$ cat config.mk
export PLATFORM = sky130hd
export DESIGN_NAME = bpr_group_prio
export DESIGN_NICKNAME = d
export VERILOG_FILES = /design/src/rtl/bpr_group_prio.sv
export SDC_FILE = /design/constraint.sdc
export NUM_CORES = 1
export LEC_CHECK = 0
export BUFFER_PORTS_ARGS = -buffer_cell sky130_fd_sc_hd__buf_2
export CORE_MARGIN = 4
export CORE_UTILIZATION = 45
export CTS_BUF_LIST = sky130_fd_sc_hd__clkbuf_4
export CTS_CLUSTER_DIAMETER = 40
export DETAILED_ROUTE_END_ITERATION = 6
export PLACE_DENSITY = 0.81
export SETUP_SLACK_MARGIN = 0.05
export SYNTH_ARGS = -nofsm -noshare
export SYNTH_HDL_FRONTEND = slang
export SYNTH_SLANG_ARGS = --single-unit
$ cat constraint.sdc
create_clock -name clk -period 2.8 [get_ports clk]
set_clock_uncertainty 0.2 [all_clocks]
set_input_delay 0 -clock clk [delete_from_list [all_inputs] [get_ports clk]]
set_output_delay 0 -clock clk [all_outputs]
set_load 0.03 [all_outputs]
$ cat src/rtl/bpr_group_prio.sv
module bpr_group_prio #(
  parameter int PRIO_W  = 8,
  parameter int S_MIN   = 2,
  parameter int NS_MIN  = 3,
  parameter bit HAS_SEC = 1'b1
) (
  input  logic                       clk,
  input  logic                       rst_n,
  input  logic                       acc_ns,
  input  logic                       wr_en,
  input  logic [7:0]                 wr_data,
  input  logic                       cbp_share,
  output logic [$clog2(PRIO_W)-1:0]  rd_data,
  input  logic [PRIO_W-1:0]          irq_prio,
  input  logic                       irq_grp1,
  output logic [PRIO_W-1:0]          grp_prio
);
  localparam int BP_W = $clog2(PRIO_W);
  localparam logic [BP_W-1:0] BP_MAX = BP_W'(PRIO_W - 1);
  localparam logic [BP_W-1:0] S_FLOOR = BP_W'(S_MIN);
  localparam logic [BP_W-1:0] NS_FLOOR = BP_W'(NS_MIN);

  logic [BP_W-1:0] s_bp, ns_bp;
  logic [BP_W-1:0] wr_lo, wr_s, wr_ns, s_inc, eff_bp;
  logic [BP_W:0]   shift_amt;
  logic [PRIO_W:0] keep_mask;
  logic            ns_path, ns_grp;

  assign ns_path = HAS_SEC && acc_ns;
  assign ns_grp  = HAS_SEC && irq_grp1 && !cbp_share;
  assign wr_lo   = wr_data[BP_W-1:0];
  assign wr_s    = (wr_lo < S_FLOOR)  ? S_FLOOR  : wr_lo;
  assign wr_ns   = (wr_lo < NS_FLOOR) ? NS_FLOOR : wr_lo;
  assign s_inc   = (s_bp == BP_MAX) ? BP_MAX : s_bp + 1'b1;

  always_ff @(posedge clk) begin
    if (!rst_n) begin
      s_bp  <= S_FLOOR;
      ns_bp <= NS_FLOOR;
    end else if (wr_en) begin
      if (!ns_path)        s_bp  <= wr_s;
      else if (!cbp_share) ns_bp <= wr_ns;
    end
  end

  assign rd_data = !ns_path ? s_bp : (cbp_share ? s_inc : ns_bp);

  assign eff_bp    = ns_grp ? ns_bp - 1'b1 : s_bp;
  assign shift_amt = {1'b0, eff_bp} + 1'b1;
  assign keep_mask = {(PRIO_W+1){1'b1}} << shift_amt;
  assign grp_prio  = irq_prio & keep_mask[PRIO_W-1:0];
endmodule

# Yosys cells after proc, flatten, opt, wreduce, memory -nomap -nowiden

Index checks and enable logic that the tools add are counted.
Widths: inputs -> output; s select.

Flip-flop bits (word level): 6
Bits of input ports: 22
Output and inout port bits: 11
Word-level logic and storage cells: 22

Add/sub/neg operators: 3
$lt $le $gt $ge: 2
Equal/unequal tests: 1
Shift operators: 1
Muxes and demuxes: 6
Bitwise gates (word level): 3
Reduce and logical (&&, ||, !) cells: 4

Operator list:

| kind                | number |
|---|---|
| $mux 3              | 6 |
| $shl 9x4->8 const A | 1 |
| $and 8x8->8         | 1 |
| $lt 3x2->1 const B  | 2 |
| $add 3x1->4 const B | 1 |
| $add 3x1->3 const B | 1 |
| $eq 3x3->1 const B  | 1 |
| $reduce_and 3->1    | 1 |
| $sub 3x1->3 const B | 1 |
| $not 1->1           | 2 |
| $reduce_and 2->1    | 1 |
| $logic_and 1x1->1   | 1 |
| $logic_not 1->1     | 1 |

# Longest topological paths before layout

Gate-level depths: netlist of run 1.

Depth after elaboration: 6
Gate-level depth with buffers: 7
Depth with buffers taken out: 7

# Least setup slack after synthesis of run 1

No wires, ideal clock.

Path kind: register to output
Start point: register ns_bp[0]
End point: output port grp_prio[1]
Arrival: 1.939 ns
Data required time: 2.600 ns
Slack: 0.661 ns
Stages on the path, launching flop included: 7
Path buffers: 0
Path through: dfxtp_1 > inv_1 > ha_1 > nor4b_4 > a21oi_1 > ha_1 > and4_1

Word-level cells in the longest chain between the ends: 5

RTL lines:

| what                   | line | text |
|---|---|---|
| from (decl)            | 23   | `logic [BP_W-1:0] s_bp, ns_bp;` |
| from (signal assigned) | 42   | `else if (!cbp_share) ns_bp <= wr_ns;` |
| $sub 3x1->3            | 48   | `assign eff_bp = ns_grp ? ns_bp - 1'b1 : s_bp;` |
| $mux 3                 | 48   |  |
| $add 3x1->4            | 49   | `assign shift_amt = {1'b0, eff_bp} + 1'b1;` |
| $shl 9x4->8            | 50   | `assign keep_mask = {(PRIO_W+1){1'b1}} << shift_amt;` |
| $and 8x8->8            | 51   | `assign grp_prio = irq_prio & keep_mask[PRIO_W-1:0];` |
| to (decl)              | 16   | `output logic [PRIO_W-1:0] grp_prio` |

Every way passes these cells.

# Worst setup path in the final report of run 1

Start point: register ns_bp[0]
End point: output port grp_prio[6]

The elaborated chain is that of the path after synthesis.

==> results of run 1 <==
metrics by stage:
| step | worst slack (ps) | std cells | util |
|---|---|---|---|
| 3_5_place_dp | 522 | 104 | 0.627 |
| 6_report | 263 | 115 | 0.715 |
| 3_3_place_gp | 549 | 104 | 0.627 |
| 4_1_cts | 261 | 115 | 0.715 |
| 5_1_grt | 89.9 | 115 | 0.715 |
| 2_1_floorplan | 661 | 64 | - |
power breakdown:
| part | switching [mW] | internal (mW) |
|---|---|---|
| Clock | 0.0375 | 0.0489 |
| Combinational | 0.0591 | 0.0466 |
| Sequential | 0.00630 | 0.0893 |
cell usage after synthesis, types with 3 or more instances:
library cell / count / area (µm²)
dfxtp_1: 6 / 120
ha_1: 4 / 50.1
mux2i_1: 3 / 30.0
nor2b_1: 3 / 18.8
a21oi_1: 3 / 15.0
nand2_1: 4 / 15.0
xor2_1: 3 / 26.3
inv_1: 6 / 22.5
sequential cells by signal, summed over array words and instances (netlist names):
signal	count
ns_bp	3
s_bp	3
logic make-up (layout without fill, tap and decap cells):
kind of cell             after synthesis  count (layout)  share of synthesized area
flip-flops                             6               6                      0.203
buffers and inverters                  7              44                     0.0570
XOR/XNOR                               3               3                     0.0443
AO/OA/AOI/OAI                         17              17                      0.249
multiplexers                           4               4                     0.0696
adder cells (fa/ha/maj)                4               4                     0.0844
AND/OR/NAND/NOR                       23              23                      0.293
final timing paths:
path	from	to	slack, ps	cells after the start
setup / recovery	ns_bp[0]	grp_prio[6]	260	7
hold / removal	acc_ns	s_bp[0]	20	4
setup reg to reg	ns_bp[0]	ns_bp[0]	1180	4
hold reg to reg	ns_bp[2]	ns_bp[2]	380	2
layout make-up:
| cell class | count | area (µm²) |
|---|---|---|
| Clock buffer | 3 | 22.5 |
| Fill cell | 95 | 334 |
| Inverter | 6 | 22.5 |
| Multi-Input combinational cell | 51 | 439 |
| Sequential cell | 6 | 120 |
| Tap cell | 14 | 17.5 |
| Timing Repair Buffer | 35 | 215 |
routing by layer:
| layer | GRT usage | wire [µm] |
|---|---|---|
| met3 | 0.0285 | 82 |
| met4 | 0.0964 | 85 |
| met2 | 0.381 | 885 |
| met5 | 0 | 0 |
| met1 | 0.200 | 662 |
tightest hold or removal path, cell delays in order:
cell and delay [ps]:
buf_2 110, inv_1 110, o2111ai_1 120, a21boi_0 90
==> flow_metrics.env, run 1 <==
export IMPL_grt_overflow_total=0
export IMPL_grt_max_degree=11
export IMPL_fin_area_um2=837
export IMPL_syn_cell_area_um2=593
export IMPL_crit_chain="inv_1 -> ha_1 -> nor4b_4 -> a21oi_1 -> ha_1 -> o211a_1 -> buf_2"
export IMPL_setup_viol=0
export IMPL_routed_wirelength_um=1720
export IMPL_path_max_fanout=5
export IMPL_worst_pin_slew_ps=300
export IMPL_cts_resized=0
export IMPL_synth_warnings=0
export IMPL_drtIter0Drc=12
export IMPL_io_buffers=27
export IMPL_period_share=0.906
export IMPL_grt_pass1_vias=636
export IMPL_wl_per_cell_um=14.9
export IMPL_cts_sinks=6
export IMPL_post_route_drc_count=0
export IMPL_die_area_um2=1960
export IMPL_clkTransAtPathRegs_ps=50
export IMPL_crit_family="adder cells"
export IMPL_clock_fmax_ghz=0.394
export IMPL_drv_slew=0
export IMPL_ioPinCount=33
export IMPL_critPathKind="reg -> out"
export IMPL_synth_edf_count=0
export IMPL_syn_inst=64
export IMPL_core_area_um2=1170
export IMPL_vias=652
export IMPL_post_cts_setup_buffers=0
export IMPL_grtUsageTotal=0.197
export IMPL_grt_pass1_wl_um=2820
export IMPL_crit_path_start_kind="flip-flop"
export IMPL_layout_common_cells="27 x buf_2, 8 x dlygate4sd3_1, 6 x inv_1, 6 x dfxtp_1"
export IMPL_critPathMostFrequentCell="ha_1"
export IMPL_htree_levels=1
export IMPL_p_leak_nw=0.440
export IMPL_start_util=0.506
export IMPL_layout_drive_gt1_share=0.396
export IMPL_dieWidth_um=44.3
export IMPL_cp_end_kind="output pin"
export IMPL_antenna_found_initial=0
export IMPL_relSlewSlack=0.800
export IMPL_worstPathArrival_ps=2340
export IMPL_dieHeight_um=44.3
export IMPL_clk_latency_ps=250
export IMPL_root_buffer="clkbuf_4"
export IMPL_period_needed_ps=2540
export IMPL_hold_class="in -> reg"
export IMPL_dpl_hpwl_um=1170
export IMPL_ys_seq_area_frac=0.203
export IMPL_ys_flop_type="dfxtp_1"
export IMPL_cts_tree="done"
export IMPL_firstDrtPassIters=5
export IMPL_outcome="finished clean"
export IMPL_timing_hold_violations_final=0
export IMPL_nets=129
export IMPL_async_flop_share=0
export IMPL_cts_hold_buf=8
export IMPL_path_buf_inv=2
export IMPL_area_delta_synth_final_pct=41.1
export IMPL_num_rows=12
export IMPL_crit_required_ps=2600
export IMPL_yosysUniqueCellTypes=33
export IMPL_critPathMaxStageDelay_ps=440
export IMPL_layout_cells_most_common="buf_2"
export IMPL_maxCapViolCount=0
export IMPL_hold_ws_ps=17.6
export IMPL_antenna_left=0
export IMPL_ir_worst_vdd_uv=301
export IMPL_cts_buffers=3
export IMPL_cts_buffer_depth=2
export IMPL_tns_ps=0
export IMPL_p_total_uw=288
export IMPL_rsz0062_at_grt="false"
export IMPL_syn_nets=90
export IMPL_via_per_inst=5.67
export IMPL_placed_area_um2=734
export IMPL_n_antenna_cell=0
export IMPL_syn_avg_cell_area_um2=9.27
export IMPL_ys_ff_latch=6
export IMPL_powerDensity_nw_per_um2=344
export IMPL_critPathSlowestCell="dfxtp_1"
export IMPL_place_congestion=0.693
No activity file was read; power rests on OpenSTA's default activity.
==> run 2, diff against run 1 <==
Settings changed: ABC_AREA set to 1, PLACE_DENSITY 0.81 to 0.8.
==> flow_metrics.env, run 2 <==
export IMPL_outcome="finished clean"
export IMPL_relSlewSlack=0.818
export IMPL_hold_ws_ps=113
export IMPL_syn_cell_area_um2=623
export IMPL_r2r_start="ns_bp[0]"
export IMPL_yosys_area_top_type_share=0.193
export IMPL_routed_wirelength_um=1600
export IMPL_vias=728
export IMPL_dp_cells=138
export IMPL_layout_common_cells="27 x buf_2, 16 x nand2_1, 15 x inv_1"
export IMPL_cp_end_kind="output pin"
export IMPL_setup_viol=0
export IMPL_tns_ps=0
export IMPL_worstSetupStartpoint="ns_bp[0]"
export IMPL_area_delta_synth_final_pct=41.2
export IMPL_synth_edf_count=0
export IMPL_via_per_inst=4.89
export IMPL_grt_max_degree=8
export IMPL_period_needed_ps=2300
export IMPL_critPathKind="reg -> out"
export IMPL_place_congestion=0.767
export IMPL_syn_inst=96
export IMPL_syn_nets=122
export IMPL_rr_worst_depth=3
export IMPL_fin_cells=149
export IMPL_timing_hold_violations_final=0
export IMPL_top_regs="ns_bp x3, s_bp x3"
export IMPL_wl_per_cell_um=10.7
export IMPL_ys_ff_latch=6
export IMPL_core_area_um2=1300
export IMPL_critPathSlowestCell="dfxtp_1"
export IMPL_postLayoutSetupSlackWorst_ps=499
export IMPL_path_max_fanout=4
export IMPL_crit_path_start_kind="flip-flop"
export IMPL_crit_chain="inv_1 -> ha_1 -> inv_1 -> nand2_1 -> nand2_1 -> nand2_4 -> ha_1 -> nor3_1 -> nor2_1 -> buf_2"
export IMPL_htree_levels=1
export IMPL_p_seq_frac=0.317
export IMPL_cts_resized=0
export IMPL_dieHeight_um=45.2
export IMPL_dieWidth_um=45.2
export IMPL_r2r_slack_ps=1370
export IMPL_io_buffers=27
export IMPL_firstDrtPassIters=4
export IMPL_post_route_drc_count=0
export IMPL_crit_family="adder cells"
export IMPL_antenna_found_initial=0
export IMPL_cts_hold_buf=8
export IMPL_p_leak_nw=0.503
export IMPL_yosysMostFrequentCell="nand2_1"
export IMPL_synth_warnings=0
export IMPL_rsz0062_at_grt="false"
export IMPL_ir_worst_vdd_uv=249
export IMPL_p_clk_frac=0.278
export IMPL_antenna_left=0
export IMPL_p_int_uw=183
export IMPL_drtIter0Drc=6
export IMPL_grt_overflow_total=0
export IMPL_num_rows=13
export IMPL_yosys_top_cells_area="dfxtp_1 19%, nand2_4 11%, nand2_1 9.6%"
export IMPL_hold_depth=5
export IMPL_worst_pin_slew_ps=271
export IMPL_dpl_hpwl_um=1220
export IMPL_p_sw_frac=0.374
export IMPL_ys_seq_area_frac=0.193
export IMPL_clk_latency_ps=240
export IMPL_worstPathArrival_ps=2100
export IMPL_cts_tree="done"
export IMPL_drv_slew=0
export IMPL_layout_drive_gt1_share=0.403
export IMPL_maxCapViolCount=0
export IMPL_ioPinCount=33
export IMPL_ys_flop_type="dfxtp_1"
export IMPL_hold_class="in -> reg"
export IMPL_nets=162
export IMPL_p_switching_uw=109
export IMPL_holdPathEnd="ns_bp[2]"
export IMPL_syn_avg_cell_area_um2=6.49
export IMPL_combPwrFrac=0.405
export IMPL_critPathMaxStageDelay_ps=400
export IMPL_powerDensity_nw_per_um2=332
export IMPL_layout_cells_most_common="buf_2"
export IMPL_root_buffer="clkbuf_4"
export IMPL_yosysUniqueCellTypes=18
export IMPL_async_flop_share=0
export IMPL_start_util=0.479
export IMPL_min_from="cbp_share"
export IMPL_grtUsageTotal=0.179
export IMPL_synthTopCellsByCount="16 x nand2_1, 15 x inv_1, 10 x nor2_1"
export IMPL_cts_buffer_depth=2
export IMPL_crit_required_ps=2600
export IMPL_grt_pass1_wl_um=2680
export IMPL_n_antenna_cell=0
export IMPL_clkTransAtPathRegs_ps=50
export IMPL_post_place_ws_ps=765
export IMPL_post_cts_setup_buffers=0
export IMPL_cts_sinks=6
export IMPL_path_buf_inv=3
export IMPL_die_area_um2=2040
export IMPL_cts_buffers=3
export IMPL_grt_pass1_vias=664
export IMPL_period_share=0.822
export IMPL_clock_fmax_ghz=0.435
export IMPL_r2r_end="ns_bp[0]"
export IMPL_synth_top_area_cell="dfxtp_1"
[run 2: changes by cell type after synthesis, sizes merged, moves of 3 or more]
cell	before	now
xor2	3	0
and2	3	0
nor2	2	17
o22ai	0	4
a21oi	3	6
nor2b	3	0
o21ai	2	5
inv	6	18
nand3	0	3
nand2	4	30
[run 2: power by group through the flow]
stage | Sequential [mW] | Clock, mW | Combinational (mW)
final | 0.0926 | 0.0812 | 0.118
after floorplan | 0.0929 | 0 | 0.0777
after detailed placement | 0.0941 | 0 | 0.110
after global routing | 0.0929 | 0.0909 | 0.130
after global placement | 0.0940 | 0 | 0.107
after CTS | 0.0925 | 0.0827 | 0.118
[run 2: layout make-up]
| class | instances | area, µm² |
|---|---|---|
| fill | 129 | 422 |
| clock buffer | 3 | 22.5 |
| multi-input combinational | 72 | 435 |
| timing repair buffer | 35 | 215 |
| sequential | 6 | 120 |
| tap | 15 | 18.8 |
| inverter | 18 | 67.6 |
[run 2: cell families after synthesis]
| kind of cell | share of synthesized area |
|---|---|
| multiplexers | 0.0161 |
| AND/OR/NAND/NOR | 0.464 |
| AO/OA/AOI/OAI | 0.139 |
| buffers and inverters | 0.108 |
| adder cells (fa/ha/maj) | 0.0803 |
| flip-flops | 0.193 |
[run 2: per-stage QoR]
step	total power, mW	utilization	area (µm²)
final	0.292	0.676	880
after global routing	0.314	0.676	880
after global placement	0.201	0.597	777
after detailed placement	0.204	0.597	777
after CTS	0.293	0.676	880
after floorplan	0.171	-	623
[run 2: worst max-delay path by stage]
stage                  endpoint  cells after the start
floorplan           grp_prio[6]                      9
global placement    grp_prio[6]                     10
detailed placement  grp_prio[6]                     10
finish              grp_prio[6]                     10
CTS                 grp_prio[6]                     10
global route        grp_prio[6]                     10
[run 2: worst min-delay path: cells and delay by family]
family          cells  cell delay, ps
buf+inv             2             170
simple gates        1             130
compound gates      2             210
[run 2: layer usage]
layer	part of all wire	track usage	routed length [µm]
met2	0.51	0.336	806
met1	0.37	0.181	585
met5	0	0	0
met4	0.034	0.0994	55
met3	0.093	0.0319	149
